$ cat src/rtl/tpm_pkg.sv
package tpm_pkg;
    localparam int SW_N  = 4;
    localparam int MUX_N = 7;

    // switch bit positions
    localparam int SW_XP = 0;
    localparam int SW_XN = 1;
    localparam int SW_YP = 2;
    localparam int SW_YN = 3;

    // mux bit positions
    localparam int MX_XP = 0;
    localparam int MX_YP = 1;
    localparam int MX_YN = 2;
    localparam int MX_BAT = 3;
    localparam int MX_AUX = 4;
    localparam int MX_T0 = 5;
    localparam int MX_T1 = 6;

    localparam logic [2:0] CH_T0  = 3'b000;
    localparam logic [2:0] CH_XP  = 3'b001;
    localparam logic [2:0] CH_BAT = 3'b010;
    localparam logic [2:0] CH_Z1  = 3'b011;
    localparam logic [2:0] CH_Z2  = 3'b100;
    localparam logic [2:0] CH_YP  = 3'b101;
    localparam logic [2:0] CH_AUX = 3'b110;
    localparam logic [2:0] CH_T1  = 3'b111;

    localparam logic [1:0] PD_PEN  = 2'b00;
    localparam logic [1:0] PD_HOLD = 2'b11;

    localparam logic [1:0] REF_VREF = 2'd0;
    localparam logic [1:0] REF_YPL  = 2'd1;
    localparam logic [1:0] REF_XPL  = 2'd2;
    localparam logic [1:0] REF_ZPR  = 2'd3;

    typedef enum logic [2:0] {
        ST_IDLE,
        ST_ARM,
        ST_ACQ,
        ST_CONV,
        ST_KEEP
    } tpm_state_e;

    function automatic int mux_index(input logic [2:0] ch);
        case (ch)
            CH_T0:   return MX_T0;
            CH_XP:   return MX_XP;
            CH_BAT:  return MX_BAT;
            CH_Z1:   return MX_XP;
            CH_Z2:   return MX_YN;
            CH_YP:   return MX_YP;
            CH_AUX:  return MX_AUX;
            default: return MX_T1;
        endcase
    endfunction
endpackage

$ cat src/rtl/tpm_route_dec.sv
module tpm_route_dec
    import tpm_pkg::*;
#(
    parameter int SWN = SW_N,
    parameter int MXN = MUX_N
) (
    input  logic [2:0]     chan,
    input  logic           se,
    output logic           legal,
    output logic [SWN-1:0] drv,
    output logic [MXN-1:0] mux,
    output logic [1:0]     refs
);
    logic plate_ch;

    always_comb begin
        plate_ch = (chan == CH_XP) || (chan == CH_YP) ||
                   (chan == CH_Z1) || (chan == CH_Z2);
        legal = se || plate_ch;
    end

    always_comb begin
        drv = '0;
        if (legal) begin
            unique case (chan)
                CH_XP: begin
                    drv[SW_YP] = 1'b1;
                    drv[SW_YN] = 1'b1;
                end
                CH_YP: begin
                    drv[SW_XP] = 1'b1;
                    drv[SW_XN] = 1'b1;
                end
                CH_Z1, CH_Z2: begin
                    drv[SW_XN] = 1'b1;
                    drv[SW_YP] = 1'b1;
                end
                default: drv = '0;
            endcase
        end
    end

    generate
        for (genvar i = 0; i < MXN; i++) begin : g_mux
            assign mux[i] = legal && (mux_index(chan) == i);
        end
    endgenerate

    always_comb begin
        refs = REF_VREF;
        if (!se) begin
            unique case (chan)
                CH_XP:        refs = REF_YPL;
                CH_YP:        refs = REF_XPL;
                CH_Z1, CH_Z2: refs = REF_ZPR;
                default:      refs = REF_VREF;
            endcase
        end
    end
endmodule

$ cat src/rtl/tpm_power_ctl.sv
module tpm_power_ctl
    import tpm_pkg::*;
(
    input  logic       clk,
    input  logic       rst_n,
    input  logic       take_pd,
    input  logic [1:0] pd_in,
    input  logic       conv_active,
    output logic [1:0] pd_q,
    output logic       ref_on,
    output logic       adc_on
);
    always_ff @(posedge clk) begin
        if (!rst_n)
            pd_q <= PD_PEN;
        else if (take_pd)
            pd_q <= pd_in;
    end

    always_comb begin
        ref_on = pd_q[1];
        adc_on = pd_q[0] || conv_active;
    end
endmodule

$ cat src/rtl/tpm_switch_mgr.sv
module tpm_switch_mgr
    import tpm_pkg::*;
#(
    parameter int SWN = SW_N,
    parameter int MXN = MUX_N
) (
    input  logic           clk,
    input  logic           rst_n,
    input  logic [2:0]     cfg_chan,
    input  logic           cfg_se,
    input  logic [1:0]     cfg_pd,
    input  logic           start_stb,
    input  logic           acq_stb,
    input  logic           hold_stb,
    input  logic           done_stb,
    input  logic           cs_rise,
    output logic [SWN-1:0] sw_en,
    output logic [MXN-1:0] mux_sel,
    output logic [1:0]     ref_sel,
    output logic           ref_on,
    output logic           adc_on,
    output logic           bat_div_on
);
    localparam logic [SWN-1:0] PEN_MASK = SWN'(1) << SW_YN;

    tpm_state_e st_q, st_nx;
    logic [2:0] chan_q;
    logic       se_q;
    logic [1:0] pd_q;
    logic       legal;
    logic [SWN-1:0] drv;
    logic [MXN-1:0] mux;
    logic [1:0] refs;
    logic take_addr, take_pd, keep_ok, cfg_moved, conv_active, drv_on;

    tpm_route_dec #(.SWN(SWN), .MXN(MXN)) u_dec (
        .chan  (chan_q),
        .se    (se_q),
        .legal (legal),
        .drv   (drv),
        .mux   (mux),
        .refs  (refs)
    );

    always_comb begin
        take_addr   = acq_stb && !cs_rise && (st_q == ST_ARM || st_q == ST_KEEP);
        take_pd     = hold_stb && !cs_rise && (st_q == ST_ACQ);
        keep_ok     = (pd_q == PD_HOLD) && !se_q && legal && (drv != '0);
        cfg_moved   = (cfg_chan != chan_q) || (cfg_se != se_q) || (cfg_pd != pd_q);
        conv_active = (st_q == ST_ARM) || (st_q == ST_ACQ) || (st_q == ST_CONV);
    end

    tpm_power_ctl u_pwr (
        .clk         (clk),
        .rst_n       (rst_n),
        .take_pd     (take_pd),
        .pd_in       (cfg_pd),
        .conv_active (conv_active),
        .pd_q        (pd_q),
        .ref_on      (ref_on),
        .adc_on      (adc_on)
    );

    always_ff @(posedge clk) begin
        if (!rst_n) begin
            chan_q <= CH_T0;
            se_q   <= 1'b1;
        end else if (take_addr) begin
            chan_q <= cfg_chan;
            se_q   <= cfg_se;
        end
    end

    // state register
    always_ff @(posedge clk) begin
        if (!rst_n)
            st_q <= ST_IDLE;
        else
            st_q <= st_nx;
    end

    // next state
    always_comb begin
        st_nx = st_q;
        unique case (st_q)
            ST_IDLE: if (start_stb) st_nx = ST_ARM;
            ST_ARM: begin
                if (cs_rise)      st_nx = ST_IDLE;
                else if (acq_stb) st_nx = ST_ACQ;
            end
            ST_ACQ: begin
                if (cs_rise)       st_nx = ST_IDLE;
                else if (hold_stb) st_nx = ST_CONV;
            end
            ST_CONV: begin
                if (cs_rise)       st_nx = ST_IDLE;
                else if (done_stb) st_nx = keep_ok ? ST_KEEP : ST_IDLE;
            end
            ST_KEEP: begin
                if (cs_rise)        st_nx = ST_IDLE;
                else if (acq_stb)   st_nx = ST_ACQ;
                else if (cfg_moved) st_nx = ST_IDLE;
            end
            default: st_nx = ST_IDLE;
        endcase
    end

    // outputs
    always_comb begin
        drv_on = (st_q == ST_ACQ) || (st_q == ST_KEEP) ||
                 ((st_q == ST_CONV) && !se_q);
        if (drv_on)
            sw_en = drv;
        else if (st_q == ST_IDLE && pd_q == PD_PEN)
            sw_en = PEN_MASK;
        else
            sw_en = '0;
        mux_sel    = (st_q == ST_ACQ) ? mux : '0;
        ref_sel    = ((st_q == ST_ACQ) || (st_q == ST_CONV) || (st_q == ST_KEEP))
                     ? refs : REF_VREF;
        bat_div_on = (st_q == ST_ACQ) && se_q && (chan_q == CH_BAT);
    end
endmodule

$ cat config.mk
export PLATFORM = sky130hd
export DESIGN_NAME = tpm_switch_mgr
export DESIGN_NICKNAME = d
export VERILOG_FILES = /design/src/rtl/tpm_pkg.sv /design/src/rtl/tpm_route_dec.sv /design/src/rtl/tpm_power_ctl.sv /design/src/rtl/tpm_switch_mgr.sv
export SDC_FILE = /design/constraint.sdc
export NUM_CORES = 1
export LEC_CHECK = 0
export ABC_AREA = 1
export BUFFER_PORTS_ARGS = -buffer_cell sky130_fd_sc_hd__buf_2
export CAP_MARGIN = 20
export CORE_MARGIN = 2
export CORE_UTILIZATION = 43
export CTS_BUF_LIST = sky130_fd_sc_hd__clkbuf_4 sky130_fd_sc_hd__clkbuf_8 sky130_fd_sc_hd__clkbuf_16
export CTS_CLUSTER_SIZE = 14
export DETAILED_ROUTE_END_ITERATION = 7
export PLACE_DENSITY = 0.74
export SLEW_MARGIN = 20
export SYNTH_ARGS = -nofsm -noshare
export SYNTH_HDL_FRONTEND = slang
export SYNTH_SLANG_ARGS = --single-unit
$ cat constraint.sdc
create_clock -name clk -period 2.3 [get_ports clk]
set_clock_uncertainty 0.1 [all_clocks]
set_input_delay 0.69 -clock clk [delete_from_list [all_inputs] [get_ports clk]]
set_output_delay 0.69 -clock clk [all_outputs]
set_load 0.01 [all_outputs]
# After elaboration in Yosys (flattened, before gate mapping)
# Cells that the tools add are included.
[classes]
eq_ne = 25
muxes = 24
reduce_logical = 44
[ops]
columns = ["op", "n"]
rows = [
  ["2-to-1 mux 3 bit", 11],
  ["logical NOT 32 bit", 1],
  ["== test 3 bit, second input constant", 7],
  ["== test 3 x 2 -> 1 bit, second input constant", 6],
  ["logical AND 1 bit", 18],
  ["one-hot mux 3 bit (6 select lines)", 1],
  ["one-hot mux 3 bit (5 select lines)", 1],
  ["logical OR 1 bit", 14],
  ["2-to-1 mux 4 bit", 3],
  ["== test 3 x 1 -> 1 bit, second input constant", 3],
  ["inequality test 3 bit, second input constant", 3],
  ["2-to-1 mux 7 bit", 1],
  ["logical NOT 3 bit", 2],
  ["one-hot mux 2 bit (3 select lines)", 1],
  ["OR reduction 3 bit", 2],
  ["AND reduction 5 bit", 1],
  ["2-to-1 mux 1 bit", 4],
  ["2-to-1 mux 2 bit", 2],
  ["inequality test 4 bit, second input constant", 1],
  ["nonzero test 4 bit", 1],
  ["OR reduction 2 bit", 2],
  ["inequality test 3 bit", 1],
  ["== test 2 bit, second input constant", 1],
  ["logical NOT 1 bit", 2],
  ["other kinds (4)", 4],
]
[totals]
regBits = 9
out_inout_bits = 16

# Depth between registers and ports, before layout
# Gate-level depths: netlist (run 1).
[logic_depth]
ltp_word = 12
mapped_depth = 11
mapped_depth_nobuf = 10

# Cells and area by module
# A second synthesis (run 1) with hierarchy kept.
[unflattened]
hier_cells = 164
area_unflattened_um2 = 895.9
[by_module_without_submodules]
columns = ["module", "n_inst", "cells_each", "area_per_inst_um2"]
rows = [
  ["tpm_switch_mgr", 1, 123, 674.4],
  ["tpm_route_dec", 1, 27, 130.1],
  ["tpm_power_ctl", 1, 14, 91.3],
]

# Worst setup path before layout (run 1)
# OpenSTA, ideal clock, no wires.
[synth_timing]
path_type = "flip-flop to output port"
from = "register st_q[2]"
to = "output sw_en[3]"
arrival_ns = 1.172
required_time_ns = 1.510
slack_ns = 0.338
stages_incl_launch_ff = 8
path_buffers = 0
cell_sequence = "dfxtp_1 inv_1 nand2_1 nor2_1 inv_2 nand2_1 a21oi_2 o21ai_0"
[synth_between]
elab_chain_len = 4
[synth_lines]
columns = ["item", "line_no", "text"]
rows = [
  ["start: declaration", "tpm_switch_mgr.sv:26", "tpm_state_e st_q, st_nx;"],
  ["start signal: assignment", "tpm_switch_mgr.sv:79", "st_q <= st_nx;"],
  ["logical NOT 3 bit, or another cell as far along", "tpm_switch_mgr.sv:114", "else if (st_q == ST_IDLE && pd_q == PD_PEN)"],
  ["logical AND 1 bit, or another cell as far along", "tpm_switch_mgr.sv:114", ""],
  ["2-to-1 mux 4 bit / logical OR 1 bit (equally long branches)", "tpm_switch_mgr.sv:114, tpm_switch_mgr.sv:110", ""],
  ["2-to-1 mux 4 bit (*)", "tpm_switch_mgr.sv:112", "if (drv_on)"],
  ["end: declaration", "tpm_switch_mgr.sv:17", "output logic [SWN-1:0] sw_en,"],
]
# Mark *: on every way between the ends. The rest lies on a longest branch, timed or not.

# Worst setup path in the final report (run 1)
# Same ends and word-level chain as after synthesis.

==> results.sh, run 1 <==
export IMPL_outcome="finished, final reports clean"
export IMPL_power_density_mw_per_mm2=750
export IMPL_synth_enable_flop_cells=0
export IMPL_port_buffers=28
export IMPL_final_min_period_over_clock_period_pct=96.3
export IMPL_via_count_of_the_first_global_routing_pass=795
export IMPL_floorplan_initialDensity_pct=46.2
export IMPL_rows=15
export IMPL_root_buffer="clkbuf_4"
export IMPL_cp_data_required_time_ps=1510
export IMPL_synth_commonest_cells="nand2_1, nor2_1, inv_1"
export IMPL_vdd_drop_max_mv=0.516
export IMPL_number_of_top_level_pins=29
export IMPL_synth_seq_area_share_pct=22.6
export IMPL_slew_headroom_pct=78.3
export IMPL_fin_util_pct=60.4
export IMPL_hold_violations=0
export IMPL_routed_wire_length_per_instance_um=10.8
export IMPL_die_y_um=47.1
export IMPL_clk_transition_reported_paths_ps=60
export IMPL_crit_chain="inv_4 -> nand2_1 -> nor2_2 -> inv_2 -> nand2_2 -> a21oi_4 -> o21ai_0 -> buf_2"
export IMPL_min_delay_path_class="reg -> reg"
export IMPL_synthSimpleGateAreaFrac_pct=46.6
export IMPL_synthXorXnorAreaFrac_pct=1.10
export IMPL_hold_buffers=0
export IMPL_dieArea_sq_mm=0.00221
export IMPL_synth_async_reset_ratio_pct=0
export IMPL_antenna_cells_inserted=0
export IMPL_synthMostInstantiatedCell="nand2_1"
export IMPL_worst_endpoint_arrival_ps=1420
export IMPL_tritoncts="yes"
export IMPL_global_route_usage_total_pct=20.2
export IMPL_grt_first_pass_wirelength_um=3220
export IMPL_nNetsFinal=186
export IMPL_worst_setup_path_type="reg -> out"
export IMPL_ys_ff_latch=9
export IMPL_ant_nets=0
export IMPL_cellLeakagePower_nw=0.529
export IMPL_htree_num_levels=1
export IMPL_via_count=1009
export IMPL_route_final_wire_length_um=2120
export IMPL_place_gp_congestion=0.873
export IMPL_fillCellCount=180
export IMPL_number_of_standard_cells_in_the_final_layout_excluding_fillers=197
export IMPL_dp_cells=188
export IMPL_post_synth_top_flop="dfxtp_1"
export IMPL_yosys_area_top_type_share_pct=22.6
export IMPL_pin_count_of_the_biggest_net_entering_global_routing=10
export IMPL_adder_cell_share_of_the_synthesized_area_pct=0
export IMPL_synth_compound_area_share_pct=17.0
export IMPL_worst_slew_pin_slew_ps=325
export IMPL_setup_viol=0
export IMPL_setup_reg_to_reg_worst_slack_ps=750
export IMPL_via_per_inst=5.12
export IMPL_drt_initial_drc_count=34
export IMPL_yosysWarningCount=0
export IMPL_timing_critical_path_from_type="flop"
export IMPL_detailedRoute_firstPassIterationCount=4
export IMPL_yosys_mux_area_fraction_pct=0
export IMPL_synth_cell_area_sq_um=797
export IMPL_placeableCoreArea_sq_mm=0.00173
export IMPL_synth_largest_area_cell="dfxtp_1"
export IMPL_cts_inserted_buffers=3
export IMPL_timing_setup_tns_ps=0
export IMPL_antenna_found_initial=0
export IMPL_hpwl_reported_at_the_end_of_detailed_placement_um=1570
export IMPL_cts_path_max_buffers=2
export IMPL_critical_path_max_stage_delay_ps=360
export IMPL_top_post_synthesis_cells_by_area="dfxtp_1, nand2_1, nor2_1"
export IMPL_synthCells=140
export IMPL_critPathSlowestCell="dfxtp_4"
export IMPL_max_freq_mhz=452
export IMPL_avg_inst_size_synth_sq_um=5.69
export IMPL_clock_latency_ps=270
export IMPL_synthToLayoutAreaGrowth_pct=30.8
export IMPL_path_max_fanout=8
export IMPL_final_max_slew_violation_count=0
export IMPL_worst_setup_path_end_kind="primary output"
export IMPL_maxCapViolCount=0
export IMPL_drive_above_1_share_pct=32.6
export IMPL_drt_drc_violations_left=0
export IMPL_unrepaired_setup_endpoints_after_global_routing="no"
export IMPL_chipWidth_um=47.1
export IMPL_ys_types=23
export IMPL_synth_top_family_by_area="simple AND/OR/NAND/NOR gates"
export IMPL_postSynthNetCount=153
export IMPL_cts_sinks=9
export IMPL_post_route_min_period_ps=2210
export IMPL_globalRoute_totalOverflow=0
[repair_timing]
item | CTS | global route
endpoints found under the setup margin | 9 | 9
pin swaps | 1 | 2
cloned | 0 | 0
setup buffers | 3 | 2
resized for setup | 3 | 13
[layout make-up]
type / instances / area [sq um] / area share [%]
Tap cell: 25 / 31.3 / 3.00
Inverter: 19 / 73.8 / 7.08
Multi-Input combinational cell: 107 / 536 / 51.4
Sequential cell: 9 / 194 / 18.6
Clock buffer: 4 / 30.0 / 2.88
Timing Repair Buffer: 33 / 178 / 17.0
[per-stage QoR]
stage | setup slack [ps] | total power, mW | hold slack [ps] | instance area [sq um]
finish | 86.2 | 0.782 | 444 | 1040
global route | 3.29 | 0.855 | 477 | 1040
CTS | 0.961 | 0.762 | 447 | 993
detailed placement | 176 | 0.591 | 436 | 938
global placement | 192 | 0.588 | 421 | 938
floorplan | 338 | 0.503 | 397 | 797
[logic make-up (layout without fill, tap and decap cells)]
family,count (synthesis),count (layout)
AND/OR/NAND/NOR,83,83
buffers and inverters,24,56
AO/OA/AOI/OAI,23,23
XOR/XNOR,1,1
flip-flops,9,9
[cells in the final DEF, fill, tap and decap left out]
master,netlist,layout
nand2_1,38,37
buf_2,3,28
nor2_1,19,17
inv_1,16,15
a21oi_1,9,9
nand3_1,8,8
o21ai_0,8,7
nor3_1,6,5
buf_4,2,5
nor4_1,4,4
dfxtp_1,9,4
clkbuf_4,0,4
inv_2,3,3
dfxtp_4,0,3
nor2_2,0,2
nor2_4,2,2
nand2_2,1,2
nand4_1,2,2
nand3b_1,2,2
dfxtp_2,0,2
inv_4,0,1
o21ai_1,0,1
a21oi_4,0,1
nor3_2,0,1
o21bai_2,1,1
o22ai_1,1,1
a21oi_2,2,1
o211ai_1,1,1
xnor2_1,1,1
and2_1,1,1
o31ai_1,1,1
[per-layer routing]
| layer | vias to the layer above | track usage, % | wire length (um) |
|---|---|---|---|
| li1 | 518 | - | - |
| met1 | 442 | 29.6 | 988 |
| met2 | 45 | 29.9 | 924 |
| met3 | 4 | 2.31 | 172 |
| met4 | 0 | 8.33 | 33 |
| met5 | - | 0 | 0 |
[registers in the layout, indices dropped and copies added (netlist names)]
name        flops
se_q            1
st_q            3
u_pwr.pd_q      2
chan_q          3
[path summary, 6_finish.rpt]
kind                     startpoint                    to  cells after the start
min reg2reg    st_q[1]$_SDFFE_PN0P_  st_q[1]$_SDFFE_PN0P_                      2
max            st_q[2]$_SDFFE_PN0P_              sw_en[3]                      8
max reg2reg  chan_q[1]$_SDFFE_PN0P_  st_q[0]$_SDFFE_PN0P_                      9
min            st_q[1]$_SDFFE_PN0P_  st_q[1]$_SDFFE_PN0P_                      2
[worst max-delay path, delay by kind of cell (launching register included)]
family                 cells  cell delay (ps)
flip-flops                 1              360
AND/OR/NAND/NOR            3              280
AO/OA/AOI/OAI              2              200
buffers and inverters      3              310
[power by group]
group / internal, mW / switching (mW) / total [mW]
Combinational: 0.166 / 0.241 / 0.407
Sequential: 0.188 / 0.0477 / 0.236
Clock: 0.0788 / 0.0600 / 0.139
Power figures use the tool's default switching activity.
==> inputs of run 2 (changes only) <==
--- a/config.mk
+++ b/config.mk
@@ -8,11 +8,13 @@
 export ABC_AREA = 1
 export BUFFER_PORTS_ARGS = -buffer_cell sky130_fd_sc_hd__buf_2
 export CAP_MARGIN = 20
+export CORE_ASPECT_RATIO = 0.7
 export CORE_MARGIN = 2
 export CORE_UTILIZATION = 43
 export CTS_BUF_LIST = sky130_fd_sc_hd__clkbuf_4 sky130_fd_sc_hd__clkbuf_8 sky130_fd_sc_hd__clkbuf_16
 export CTS_CLUSTER_SIZE = 14
 export DETAILED_ROUTE_END_ITERATION = 7
+export GPL_TIMING_DRIVEN = 0
 export PLACE_DENSITY = 0.74
 export SLEW_MARGIN = 20
 export SYNTH_ARGS = -nofsm -noshare
==> results.sh, run 2 (synthesis gave the netlist of run 1 again) <==
export IMPL_worst_endpoint_arrival_ps=1420
export IMPL_layout_common_cells="nand2_1, buf_2, nor2_1"
export IMPL_final_min_period_over_clock_period_pct=96.3
export IMPL_slew_headroom_pct=79.8
export IMPL_chipWidth_um=55.5
export IMPL_worst_hold_startpoint="st_q[1]$_SDFFE_PN0P_"
export IMPL_antenna_found_initial=0
export IMPL_drt_initial_drc_count=41
export IMPL_antenna_cells_inserted=0
export IMPL_cts_inserted_buffers=3
export IMPL_setup_viol=0
export IMPL_worst_setup_path_type="reg -> out"
export IMPL_floorplan_initialDensity_pct=47.8
export IMPL_drive_above_1_share_pct=32.6
export IMPL_timing_critical_path_from_type="flop"
export IMPL_switchingPower_mw=0.354
export IMPL_hold_violations=0
export IMPL_power_share_switching_pct=45.0
export IMPL_post_route_cell_area_sq_mm=0.00104
export IMPL_number_of_standard_cells_in_the_final_layout_excluding_fillers=193
export IMPL_via_count=984
export IMPL_reg_top3="chan_q: 3 flops, st_q: 3 flops, u_pwr.pd_q: 2 flops"
export IMPL_path_max_fanout=8
export IMPL_detailed_place_area_sq_um=953
export IMPL_routed_wire_length_per_instance_um=10.5
export IMPL_dp_cells=187
export IMPL_clock_share_of_power_pct=17.5
export IMPL_min_delay_path_class="reg -> reg"
export IMPL_critPathLaunch="st_q[2]$_SDFFE_PN0P_"
export IMPL_post_route_min_period_ps=2210
export IMPL_hpwl_reported_at_the_end_of_detailed_placement_um=1560
export IMPL_layout_commonest_cell="nand2_1"
export IMPL_final_max_slew_violation_count=0
export IMPL_cts_sinks=9
export IMPL_combinationalPowerShare_pct=53.8
export IMPL_cellLeakagePower_nw=0.531
export IMPL_detailedRoute_firstPassIterationCount=4
export IMPL_fin_util_pct=62.3
export IMPL_maxCapViolCount=0
export IMPL_globalRoute_totalOverflow=0
export IMPL_power_density_mw_per_mm2=759
export IMPL_unrepaired_setup_endpoints_after_global_routing="yes"
export IMPL_via_count_of_the_first_global_routing_pass=762
export IMPL_fillCellCount=167
export IMPL_grt_first_pass_wirelength_um=3330
export IMPL_dieArea_sq_mm=0.00222
export IMPL_cts_path_max_buffers=2
export IMPL_global_route_usage_total_pct=19.4
export IMPL_outcome="finished, final reports clean"
export IMPL_synthToLayoutAreaGrowth_pct=30.3
export IMPL_root_buffer="clkbuf_4"
export IMPL_htree_num_levels=1
export IMPL_pin_count_of_the_biggest_net_entering_global_routing=10
export IMPL_max_freq_mhz=452
export IMPL_port_buffers=26
export IMPL_placeableCoreArea_sq_mm=0.00167
export IMPL_route_final_wire_length_um=2020
export IMPL_drt_drc_violations_left=0
export IMPL_via_per_inst=5.10
export IMPL_seqPwrFrac_pct=28.7
export IMPL_die_y_um=40.0
export IMPL_vdd_drop_max_mv=0.394
export IMPL_power_mw=0.788
export IMPL_internal_power_mw=0.433
export IMPL_cp_data_required_time_ps=1510
export IMPL_place_gp_congestion=0.901
export IMPL_worst_slew_pin_slew_ps=303
export IMPL_ant_nets=0
export IMPL_clk_transition_reported_paths_ps=60
export IMPL_critical_path_reg2reg_startpoint="chan_q[0]$_SDFFE_PN0P_"
export IMPL_nNetsFinal=186
export IMPL_worst_setup_path_end_kind="primary output"
export IMPL_tritoncts="yes"
export IMPL_rows=12
export IMPL_clock_latency_ps=260
export IMPL_number_of_top_level_pins=29
[run 2: cell count changes in the layout (fill, tap and decap cells not counted), moves of 2 or more]
cell | before | now
buf_4 | 5 | 3
dfxtp_4 | 3 | 0
dfxtp_1 | 4 | 6
buf_6 | 0 | 2
[run 2: final timing paths]
check	slack (ps)	cells past startpoint	end
setup / recovery	90	8	sw_en[1]
setup reg to reg	800	10	st_q[2]$_SDFFE_PN0P_
hold reg to reg	460	2	st_q[1]$_SDFFE_PN0P_
hold / removal	460	2	st_q[1]$_SDFFE_PN0P_
[run 2: final cells by class]
class,count,area [sq um],area share [%]
Multi-Input combinational cell,107,539,51.9
Sequential cell,9,184,17.7
Timing Repair Buffer,28,145,14.0
Inverter,19,73.8,7.11
Buffer,5,40.0,3.86
Clock buffer,4,30.0,2.89
Tap cell,21,26.3,2.53
[run 2: through the flow]
step	hold WS [ps]	worst slack (ps)	TNS (ps)
after floorplan	397	338	0
after global placement	456	200	0
after detailed placement	467	201	0
after CTS	476	-3.50	-3.50
after global routing	479	-21.0	-21.7
final	457	86.1	0
[run 2: critical path, stage by stage, from the launching register on]
cell and delay [ps]:
dfxtp_2 350, inv_2 90, nand2_1 90, nor2_4 160, inv_4 80, nand2_2 70, a21oi_2 50, nor3_1 130
buf_2 150
[run 2: power by group through the flow]
| stage | Combinational [mW] | Clock [mW] | Sequential (mW) |
|---|---|---|---|
| 4_1_cts | 0.386 | 0.141 | 0.217 |
| 3_5_place_dp | 0.381 | 0 | 0.219 |
| 3_3_place_gp | 0.378 | 0 | 0.218 |
| 2_1_floorplan | 0.289 | 0 | 0.214 |
| 5_1_grt | 0.480 | 0.146 | 0.229 |
| 6_report | 0.424 | 0.138 | 0.226 |
[run 2: what timing repair did]
| item | 4_1_cts | 5_1_grt |
|---|---|---|
| pin swaps | 0 | 2 |
| resized for setup | 2 | 16 |
| buffers inserted | 0 | 2 |
| hold buffers | 0 | 0 |
| setup endpoints to repair | 6 | 9 |
[run 2: routing by layer]
metal	GRT usage (%)	wire length, um	vias to the layer above
li1	-	-	521
met1	27.7	1040	422
met2	30.1	808	37
met3	2.90	149	4
met4	7.32	19	0
met5	0	0	-
==> inputs of run 3 (changes only) <==
--- a/config.mk
+++ b/config.mk
@@ -8,14 +8,13 @@
 export ABC_AREA = 1
 export BUFFER_PORTS_ARGS = -buffer_cell sky130_fd_sc_hd__buf_2
 export CAP_MARGIN = 20
-export CORE_ASPECT_RATIO = 0.7
 export CORE_MARGIN = 2
-export CORE_UTILIZATION = 43
+export CORE_UTILIZATION = 52
 export CTS_BUF_LIST = sky130_fd_sc_hd__clkbuf_4 sky130_fd_sc_hd__clkbuf_8 sky130_fd_sc_hd__clkbuf_16
 export CTS_CLUSTER_SIZE = 14
 export DETAILED_ROUTE_END_ITERATION = 7
 export GPL_TIMING_DRIVEN = 0
-export PLACE_DENSITY = 0.74
+export PLACE_DENSITY = 0.86
 export SLEW_MARGIN = 20
 export SYNTH_ARGS = -nofsm -noshare
 export SYNTH_HDL_FRONTEND = slang
==> results.sh, run 3 (synthesis gave the netlist of run 1 again) <==
export IMPL_outcome="finished, final reports clean"
export IMPL_length_in_cells_of_the_worst_reg_to_reg_path=9
export IMPL_min_delay_path_class="reg -> reg"
export IMPL_htree_num_levels=1
export IMPL_via_count_of_the_first_global_routing_pass=900
export IMPL_drt_drc_violations_left=0
export IMPL_reg_top3="chan_q: 3 flops, st_q: 3 flops, u_pwr.pd_q: 2 flops"
export IMPL_rows=14
export IMPL_antenna_cells_inserted=0
export IMPL_root_buffer="clkbuf_4"
export IMPL_cellLeakagePower_nw=0.531
export IMPL_ant_nets=0
export IMPL_vdd_drop_max_mv=0.468
export IMPL_grt_first_pass_wirelength_um=3620
export IMPL_detailedRoute_firstPassIterationCount=4
export IMPL_critical_path_max_stage_delay_ps=360
export IMPL_power_mw=0.827
export IMPL_die_y_um=43.2
export IMPL_fillCellCount=137
export IMPL_worstHoldEndpoint="st_q[1]$_SDFFE_PN0P_"
export IMPL_slew_headroom_pct=77.4
export IMPL_hpwl_reported_at_the_end_of_detailed_placement_um=1640
export IMPL_worst_endpoint_arrival_ps=1460
export IMPL_power_density_mw_per_mm2=783
export IMPL_globalRoute_totalOverflow=0
export IMPL_max_freq_mhz=444
export IMPL_global_route_usage_total_pct=25.4
export IMPL_pre_cts_ws_ps=163
export IMPL_drt_initial_drc_count=47
export IMPL_critical_path_buf_inv_count=4
export IMPL_synthToLayoutAreaGrowth_pct=32.7
export IMPL_path_common_cell="inv_2"
export IMPL_routed_wire_length_per_instance_um=11.8
export IMPL_critical_path_reg2reg_startpoint="st_q[2]$_SDFFE_PN0P_"
export IMPL_cts_path_max_buffers=2
export IMPL_cts_sinks=9
export IMPL_cp_data_required_time_ps=1510
export IMPL_worst_setup_path_type="reg -> out"
export IMPL_final_max_slew_violation_count=0
export IMPL_detailed_place_area_sq_um=947
export IMPL_critPathSlowestCell="dfxtp_4"
export IMPL_crit_chain="inv_2 -> nand2_1 -> nor2_4 -> inv_2 -> buf_4 -> nor4_4 -> buf_2"
export IMPL_final_min_period_over_clock_period_pct=98.0
export IMPL_setup_reg_to_reg_worst_slack_ps=750
export IMPL_maxCapViolCount=0
export IMPL_floorplan_initialDensity_pct=54.2
export IMPL_hold_violations=0
export IMPL_post_route_min_period_ps=2250
export IMPL_setup_viol=0
export IMPL_place_gp_congestion=0.935
export IMPL_dieArea_sq_mm=0.00186
export IMPL_pin_count_of_the_biggest_net_entering_global_routing=10
export IMPL_worst_slew_pin_slew_ps=339
export IMPL_via_per_inst=5.37
export IMPL_via_count=1009
export IMPL_path_max_fanout=6
export IMPL_crit_family="buffers and inverters"
export IMPL_fin_util_pct=71.9
export IMPL_chipWidth_um=43.2
export IMPL_worst_setup_path_end_kind="primary output"
export IMPL_antenna_found_initial=0
export IMPL_route_final_wire_length_um=2220
export IMPL_number_of_top_level_pins=29
export IMPL_nNetsFinal=186
export IMPL_port_buffers=26
export IMPL_worstHoldPathCells=2
export IMPL_clk_transition_reported_paths_ps=70
export IMPL_unrepaired_setup_endpoints_after_global_routing="yes"
export IMPL_post_route_cell_area_sq_mm=0.00106
export IMPL_fin_ws_ps=46.4
export IMPL_r2r_end="u_pwr.pd_q[0]$_SDFFE_PN0P_"
export IMPL_layout_commonest_cell="nand2_1"
export IMPL_worst_hold_startpoint="st_q[1]$_SDFFE_PN0P_"
export IMPL_drive_above_1_share_pct=34.3
export IMPL_placeableCoreArea_sq_mm=0.00147
export IMPL_cts_inserted_buffers=3
export IMPL_hold_buffers=0
export IMPL_tritoncts="yes"
export IMPL_clock_latency_ps=280
export IMPL_timing_critical_path_from_type="flop"
export IMPL_layout_common_cells="nand2_1, buf_2, nor2_1"
export IMPL_fin_hold_ws_ps=441
[run 3: cell counts in the layout (fill, tap and decap cells not counted)]
No cell type changed its count.
[run 3: stage by stage]
stage | std cells | setup TNS (ps)
after floorplan | 140 | 0
after detailed placement | 182 | 0
final | 188 | 0
after global placement | 182 | 0
after CTS | 188 | 0
after global routing | 188 | -14.3
[run 3: cell type report]
type | instances | area, sq um | area share (%)
Buffer | 5 | 36.3 | 3.43
Clock buffer | 4 | 30.0 | 2.84
Inverter | 19 | 71.3 | 6.75
Multi-Input combinational cell | 107 | 568 | 53.7
Sequential cell | 9 | 186 | 17.6
Tap cell | 16 | 20.0 | 1.89
Timing Repair Buffer | 28 | 145 | 13.7
[run 3: worst max path at each step]
stage                                       from          to  slack [ps]  depth (start not counted)
final                       st_q[2]$_SDFFE_PN0P_  bat_div_on          50                          7
after global routing        st_q[2]$_SDFFE_PN0P_  bat_div_on         -10                          7
after CTS                 chan_q[0]$_SDFFE_PN0P_  ref_sel[1]          10                          8
after detailed placement    st_q[2]$_SDFFE_PN0P_    sw_en[3]         160                          8
after global placement      st_q[2]$_SDFFE_PN0P_    sw_en[3]         190                          8
after floorplan             st_q[2]$_SDFFE_PN0P_    sw_en[3]         340                          7
[run 3: repair_timing]
| action | CTS | global route |
|---|---|---|
| endpoints found under the setup margin | 9 | 6 |
| resized for setup | 6 | 16 |
| setup buffers | 2 | 0 |
[run 3: per-layer routing]
layer  track usage (%)  part of all wire (%)  wire [um]  vias up
li1                  -                     -          -      520
met1              29.5                    44        967      441
met2              44.5                    49       1090       44
met3              3.83                   5.9        130        4
met4              12.1                   1.4         32        0
met5                 0                     0          0        -
[run 3: report_power, final]
group / total (mW) / leakage, nW / internal, mW / switching, mW
sequential: 0.223 / 0.0748 / 0.186 / 0.0364
clock: 0.147 / 0.0184 / 0.0791 / 0.0676
combinational: 0.458 / 0.438 / 0.175 / 0.283
[run 3: worst register-to-register path, cell delays in order (launching register included)]
cell and delay, ps:
dfxtp_4 360, inv_2 80, nand2_1 90, nor2_4 130, inv_2 90, buf_4 150, nor2_4 110, nand2_1 110
o21ai_0 160, a21oi_1 50
